**src/rtl/dreq_pkg.sv**
```systemverilog
package dreq_pkg;

    typedef enum logic [1:0] {
        SENSE_EDGE  = 2'd0,
        SENSE_LEVEL = 2'd1,
        SENSE_IRQ   = 2'd2,
        SENSE_RSVD  = 2'd3
    } sense_mode_t;

    typedef enum logic [1:0] {
        ST_ARM   = 2'd0,
        ST_HOLD  = 2'd1,
        ST_BLOCK = 2'd2
    } act_state_t;

endpackage

```
**src/rtl/dreq_sync.sv**
```systemverilog
module dreq_sync #(
    parameter int   STAGES  = 2,
    parameter logic RST_VAL = 1'b1
) (
    input  logic clk,
    input  logic rst_n,
    input  logic d,
    output logic q
);
    logic [STAGES-1:0] chain;

    generate
        if (STAGES == 1) begin : g_single
            always_ff @(posedge clk or negedge rst_n) begin
                if (!rst_n) chain <= RST_VAL;
                else        chain <= d;
            end
        end else begin : g_multi
            always_ff @(posedge clk or negedge rst_n) begin
                if (!rst_n) chain <= {STAGES{RST_VAL}};
                else        chain <= {chain[STAGES-2:0], d};
            end
        end
    endgenerate

    assign q = chain[STAGES-1];
endmodule

```
**src/rtl/dreq_src_sel.sv**
```systemverilog
module dreq_src_sel
    import dreq_pkg::*;
(
    input  logic [1:0] mode,
    input  logic       pin_low,
    input  logic       irq_req,
    output logic       req_active,
    output logic       edge_mode
);
    sense_mode_t m;
    assign m = sense_mode_t'(mode);

    always_comb begin
        unique case (m)
            SENSE_EDGE:  begin req_active = pin_low; edge_mode = 1'b1; end
            SENSE_LEVEL: begin req_active = pin_low; edge_mode = 1'b0; end
            SENSE_IRQ:   begin req_active = irq_req; edge_mode = 1'b0; end
            default:     begin req_active = pin_low; edge_mode = 1'b1; end
        endcase
    end
endmodule

```
**src/rtl/dreq_seq.sv**
```systemverilog
module dreq_seq
    import dreq_pkg::*;
(
    input  logic       clk,
    input  logic       rst_n,
    input  logic       chan_en,
    input  logic       edge_mode,
    input  logic       req_active,
    input  logic       xfer_ok,
    output logic       act_pulse,
    output act_state_t state_o
);
    act_state_t cur_q, nxt;
    logic       fire;

    // State register
    always_ff @(posedge clk or negedge rst_n) begin
        if (!rst_n) cur_q <= ST_ARM;
        else        cur_q <= nxt;
    end

    // Next-state logic
    always_comb begin
        nxt = cur_q;
        if (!chan_en) begin
            nxt = ST_ARM;
        end else begin
            unique case (cur_q)
                ST_ARM: begin
                    if (req_active) nxt = ST_HOLD;
                end
                ST_HOLD: begin
                    if (edge_mode) begin
                        if (xfer_ok) nxt = ST_BLOCK;
                    end else if (!req_active) begin
                        nxt = ST_ARM;
                    end else if (xfer_ok) begin
                        nxt = ST_ARM;
                    end
                end
                ST_BLOCK: begin
                    if (!edge_mode || !req_active) nxt = ST_ARM;
                end
                default: nxt = ST_ARM;
            endcase
        end
    end

    assign fire = chan_en && (cur_q == ST_HOLD) && xfer_ok
                  && (edge_mode || req_active);

    // Output register
    always_ff @(posedge clk or negedge rst_n) begin
        if (!rst_n) act_pulse <= 1'b0;
        else        act_pulse <= fire;
    end

    assign state_o = cur_q;
endmodule

```
**src/rtl/dreq_act_ctrl.sv**
```systemverilog
module dreq_act_ctrl
    import dreq_pkg::*;
#(
    parameter int SYNC_STAGES = 2
) (
    input  logic       clk,
    input  logic       rst_n,
    input  logic       req_n_pin,
    input  logic       irq_req,
    input  logic       chan_en,
    input  logic [1:0] sense_mode,
    input  logic       xfer_ok,
    output logic       act_pulse
);
    logic       pin_sync;
    logic       pin_low;
    logic       req_active;
    logic       edge_mode;
    act_state_t cur_state;

    dreq_sync #(.STAGES(SYNC_STAGES), .RST_VAL(1'b1)) u_sync (
        .clk   (clk),
        .rst_n (rst_n),
        .d     (req_n_pin),
        .q     (pin_sync)
    );

    assign pin_low = ~pin_sync;

    dreq_src_sel u_sel (
        .mode       (sense_mode),
        .pin_low    (pin_low),
        .irq_req    (irq_req),
        .req_active (req_active),
        .edge_mode  (edge_mode)
    );

    dreq_seq u_seq (
        .clk        (clk),
        .rst_n      (rst_n),
        .chan_en    (chan_en),
        .edge_mode  (edge_mode),
        .req_active (req_active),
        .xfer_ok    (xfer_ok),
        .act_pulse  (act_pulse),
        .state_o    (cur_state)
    );
endmodule

```
**config.mk**
```make
export PLATFORM = sky130hd
export DESIGN_NAME = dreq_act_ctrl
export DESIGN_NICKNAME = d
export VERILOG_FILES = /design/src/rtl/dreq_pkg.sv /design/src/rtl/dreq_sync.sv /design/src/rtl/dreq_src_sel.sv /design/src/rtl/dreq_seq.sv /design/src/rtl/dreq_act_ctrl.sv
export SDC_FILE = /design/constraint.sdc
export NUM_CORES = 1
export LEC_CHECK = 0
export ABC_AREA = 1
export BUFFER_PORTS_ARGS = -buffer_cell sky130_fd_sc_hd__buf_2
export CAP_MARGIN = 15
export CORE_AREA = 5 5 42 44
export CTS_CLUSTER_SIZE = 16
export DETAILED_ROUTE_END_ITERATION = 16
export DIE_AREA = 0 0 47 49
export PLACE_DENSITY = 0.4
export SYNTH_ARGS = -nofsm -noshare
export SYNTH_HDL_FRONTEND = slang
export SYNTH_HIERARCHICAL = 1
export SYNTH_SLANG_ARGS = --single-unit
```
**constraint.sdc**
```tcl
create_clock -name clk -period 1.8 [get_ports clk]
set_input_delay 0.27 -clock clk [delete_from_list [all_inputs] [get_ports clk]]
set_output_delay 0.27 -clock clk [all_outputs]
set_load 0.02 [all_outputs]
```
**Word level (Yosys, flattened, before mapping)**

Cells that the tools add are included.

- Register bits after elaboration: 5
- Output and inout port bits: 1

- Equal/unequal tests: 8
- Mux-type cells: 10
- Bitwise logic cells: 1
- Reduce and logical (&&, ||, !) cells: 9

Operator list:

| kind | number |
|---|---|
| $mux 2 | 7 |
| $ne 4x4->1 const B | 2 |
| $ne 3x2->1 const B | 2 |
| $pmux 2 s3 | 1 |
| $eq 2x1->1 const B | 2 |
| $eq 2x2->1 const B | 2 |
| $reduce_and 4->1 | 1 |
| $logic_and 1x1->1 | 3 |
| $logic_not 2->1 | 1 |
| $logic_or 1x1->1 | 2 |
| $mux 1 | 2 |
| $reduce_or 2->1 | 1 |
| $logic_not 1->1 | 1 |
| $not 1->1 | 1 |

**Longest topological paths before layout**

- Word-level depth: 7
- Mapped depth: 10

**Cells and area by module**

Netlist, hierarchy kept.

By module, submodules not included:

| module | times used | cells each | area each (um^2) | seq. area each (um^2) |
|---|---|---|---|---|
| dreq_seq | 1 | 27 | 185.2 | 75.1 |
| dreq_sync | 1 | 2 | 52.6 | 52.6 |
| dreq_src_sel | 1 | 6 | 31.3 | 0.0 |
| dreq_act_ctrl | 1 | 1 | 3.8 | 0.0 |

**Worst setup path before layout**

OpenSTA, ideal clock, no wires.

- Path type: input -> register
- Start: input sense_mode[0]
- End: register u_seq.cur_q[1], in the netlist u_seq/state_o[1]
- Setup time: 117 ps
- Arrival: 955 ps
- Required time: 1683 ps
- Setup slack: 728 ps
- Stages on the path: 10
- Buffers on the path: 0
- Cell sequence: inv_1 ha_1 inv_1 nand2_1 nand2_1 inv_1 nand2_1 nand3_1 nand3_1 nand2_1

- Cells in the longest elaborated chain, start to end: 6
- Elaborated cells on any way between the ends: 15
- Classes of those cells: eq/ne (6); mux (5); reduce/logical (4)

Ends and longest elaborated chain:

| item | line | RTL |
|---|---|---|
| start, declared | dreq_act_ctrl.sv:11 | `input logic [1:0] sense_mode,` |
| $eq 2x2->1 (*) | dreq_src_sel.sv:14 | `unique case (m)` |
| $mux 1 (*) | dreq_src_sel.sv:14 |  |
| via req_active | dreq_act_ctrl.sv:17 | `logic req_active;` |
| $mux 2 / $logic_not 1->1 (equally long branches) | -- |  |
| $mux 2 / $logic_or 1x1->1 (equally long branches) | dreq_seq.sv:33, dreq_seq.sv:42 |  |
| $pmux 2 s3 / $ne 3x2->1 (equally long branches) | -- |  |
| $mux 2 / $reduce_and 4->1 (equally long branches) | -- |  |
| end signal, assigned | dreq_seq.sv:19 | `else cur_q <= nxt;` |
| end, declared | dreq_seq.sv:13 | `act_state_t cur_q, nxt;` |

The timed path passes the listed nets; every way through them passes the cells marked *.
A chain may end at the register's enable or synchronous reset.

**Worst setup path in the final report**

- Start: register u_sync.chain[1]
- End: register u_seq.cur_q[0], in the netlist u_seq/state_o[0]

- Cells in the longest elaborated chain, start to end: 6
- Elaborated cells on any way between the ends: 12
- Classes of those cells: eq/ne (3); mux (5); bitwise (1); reduce/logical (3)

Ends and longest elaborated chain:

| item | line | RTL |
|---|---|---|
| start, declared | dreq_sync.sv:10 | `logic [STAGES-1:0] chain;` |
| start signal, assigned | dreq_sync.sv:20 | `if (!rst_n) chain <= {STAGES{RST_VAL}};` |
| start signal, assigned | dreq_sync.sv:21 | `else chain <= {chain[STAGES-2:0], d};` |
| $not 1->1 (*) | dreq_act_ctrl.sv:28 | `assign pin_low = ~pin_sync;` |
| via pin_low | dreq_act_ctrl.sv:16 | `logic pin_low;` |
| $mux 1 (*) | dreq_src_sel.sv:14 |  |
| via req_active | dreq_act_ctrl.sv:17 |  |
| $mux 2 / $logic_not 1->1 (equally long branches) | -- |  |
| $mux 2 / $logic_or 1x1->1 (equally long branches) | dreq_seq.sv:33, dreq_seq.sv:42 |  |
| $pmux 2 s3 / $ne 3x2->1 (equally long branches) | -- |  |
| $mux 2 / $reduce_and 4->1 (equally long branches) | -- |  |

Marked as above.

==> results.tsv <==
metric	value	unit
relSlewSlack	89.2	%
cts_sinks	5	
min_period	1140	ps
rsz0062_at_grt	false	
p_leak	0.210	nW
yosys.area.top_type_share	27.5	%
cts-root-buf	clkbuf_4	
worstPathMaxFanout	3	
syn_area_per_cell	7.58	µm²
drive_gt1_share	32.7	%
hold_viol	0	
grt_pass1_wl	793	µm
min_from	req_n_pin	
yosysWarningCount	6	
cts_made_buffers	3	
combinationalPowerShare	16.9	%
finalCritPeriodShare	63.1	%
internal_power	0.229	mW
core	1400	µm²
post-synth-top-count-cell	inv_1	
grt_max_degree	6	
hold_path_class	in -> reg	
cts_buffer_depth	2	
ir_drop	316	µV
netlist_area	273	µm²
r2r_slack	660	ps
worstSetupEndpoint	u_seq/state_o[0]$_DFFE_PN0P_	
place_congestion	0.758	
synth_mux_area_share	0	%
post-place-ws	557	ps
synth-main-ff-cell	dfrtp_1	
fin_skew	0.904	ps
grt_overflow_total	0	
grt_pass1_vias	218	
setup_viol	0	
final_nets	59	
async_reset_ff_share	100	%
wl_per_cell	7.40	µm
power.share.clock	40.8	%
cp-start-kind	flip-flop	
synth_edf_count	0	
worst_slack	665	ps
yosys.area_share.simple	33.0	%
synth_compound_area_share	1.83	%
p_seq_share	42.4	%
r2r-start	u_sync/chain[1]$_DFF_PN1_	
area_growth	35.3	%
crit_arrival	1300	ps
num_antenna_cells	0	
drt_wl_total	481	µm
detail-route-antenna-nets	0	
synthCells	36	
die_w	47	µm
yosys_register_bits	5	
cts_tree	done	
drc	0	
ios	9	
antenna_found_initial	0	
htreeDepth	1	
post_cts.repair.setup_buffers	0	
first_iter_violations	1	
synth_fa_ha_area_share	4.59	%
dieArea	2300	µm²
cts_resized	0	
vias	240	
rr_endpoint	u_seq/state_o[0]$_DFFE_PN0P_	
synth_cell_types	12	
p_sw_share	25.2	%
port_buffers	8	
status	complete, no violations	
yosysTopAreaCell	dfrtp_1	
synth_common_cells	inv_1, nand2_1, nand3_1, nor2_1, dfrtp_1	
dieHeight	49	µm
ctsHoldBuffers	1	
clock_latency	240	ps
first_pass_iters	3	
max_freq	881	MHz
start_util	19.5	%
num-fill-cells	158	
synth_top_family_by_area	simple AND/OR/NAND/NOR gates	
finalSetupTns	0	ps
r2r_cells	8	
clk_pin_slew	40	ps
endpoint_kind	flip-flop	
synthXorXnorAreaFrac	0	%
fp-row-count	14	
path_class	reg -> reg	
placed_cell_area	333	µm²
worst_slew_pin_slew	161	ps
dpl.hpwl	402	µm
synth_seq_area_share	46.8	%
maxSlewViolCount	0	
startpoint	u_sync/chain[1]$_DFF_PN1_	
synth_nets	45	
power_density	831	nW/µm²
p_switching	0.0773	mW
required	1960	ps
grt_util_all_layers	4.95	%
stdcell_area	369	µm²
viasPerCell	3.69	
synthTopCellsByArea	dfrtp_1, dfstp_2, inv_1	
maxCapViolCount	0	
==> critical path, cell delays in order, from the launching register on <==
cell     delay (ps)
dfstp_2         500
inv_1            30
nand2_1          50
nand2_1          80
inv_1            90
nand2_1          50
nand3_1         100
inv_1            50
o21ai_1         110
==> per-layer routing <==
layer | global-route usage [%] | up-vias | routed length, µm
met2 | 7.01 | 6 | 238
met5 | 0 | - | 0
met4 | 5.53 | 0 | 0
li1 | - | 132 | -
met1 | 5.35 | 102 | 203
met3 | 1.11 | 0 | 39
==> worst min-delay path by stage <==
stage	to	slack [ps]	cells past startpoint
2_1_floorplan	u_seq/act_pulse$_DFF_PN0_	-30	0
3_3_place_gp	u_seq/state_o[1]$_DFFE_PN0P_	90	1
3_5_place_dp	u_seq/state_o[1]$_DFFE_PN0P_	90	1
4_1_cts	u_sync/chain[0]$_DFF_PN1_	120	1
5_1_grt	u_sync/chain[0]$_DFF_PN1_	130	1
6_report	u_sync/chain[0]$_DFF_PN1_	130	1
==> state kept, by name (all words and copies together) (netlist names) <==
name,flops
u_sync/chain,2
u_seq/state_o,2
u_seq/act_pulse,1
==> power groups by stage <==
stage / Sequential (mW) / Clock, mW / Combinational, mW
detailed placement: 0.132 / 0 / 0.0506
floorplan: 0.132 / 0 / 0.0323
global placement: 0.132 / 0 / 0.0509
global route: 0.131 / 0.139 / 0.0604
finish: 0.130 / 0.125 / 0.0517
CTS: 0.130 / 0.135 / 0.0524
==> area by class of cell <==
class	count	area, µm²	share of cell area, %
inverters	10	37.5	10.2
well taps	16	20.0	5.42
clock buffers	4	26.3	7.12
flip-flops and latches	5	128	34.6
multi-input cells	21	108	29.2
repair buffers	9	50.0	13.6
==> kinds of logic (layout without fill, tap and decap cells) <==
family                   after synthesis  after routing
AO/OA/AOI/OAI                          1              1
adder cells (fa/ha/maj)                1              1
buffers and inverters                 10             23
flip-flops                             5              5
AND/OR/NAND/NOR                       19             19
==> layout by cell type, fill, tap and decap left out <==
cell,synthesis,layout
inv_1,9,9
buf_2,0,8
nand2_1,8,8
nor2_1,4,4
nand3_1,4,4
clkbuf_4,0,3
dfrtp_1,3,3
dfstp_2,2,2
clkbuf_1,0,1
dlygate4sd3_1,0,1
ha_1,1,1
inv_2,1,1
nand3_2,1,1
nor3_1,1,1
nor3_2,1,1
o21ai_1,1,1
==> metrics by stage <==
stage	hold WS, ps	cells	utilization, %	total power, mW
3_3_place_gp	87.3	60	23.8	0.183
3_5_place_dp	85.2	60	23.8	0.182
6_report	131	65	26.3	0.307
5_1_grt	129	65	26.3	0.330
2_1_floorplan	-25.6	36	-	0.164
4_1_cts	118	65	26.3	0.318
Note: power is estimated with default switching activity, not from simulation.
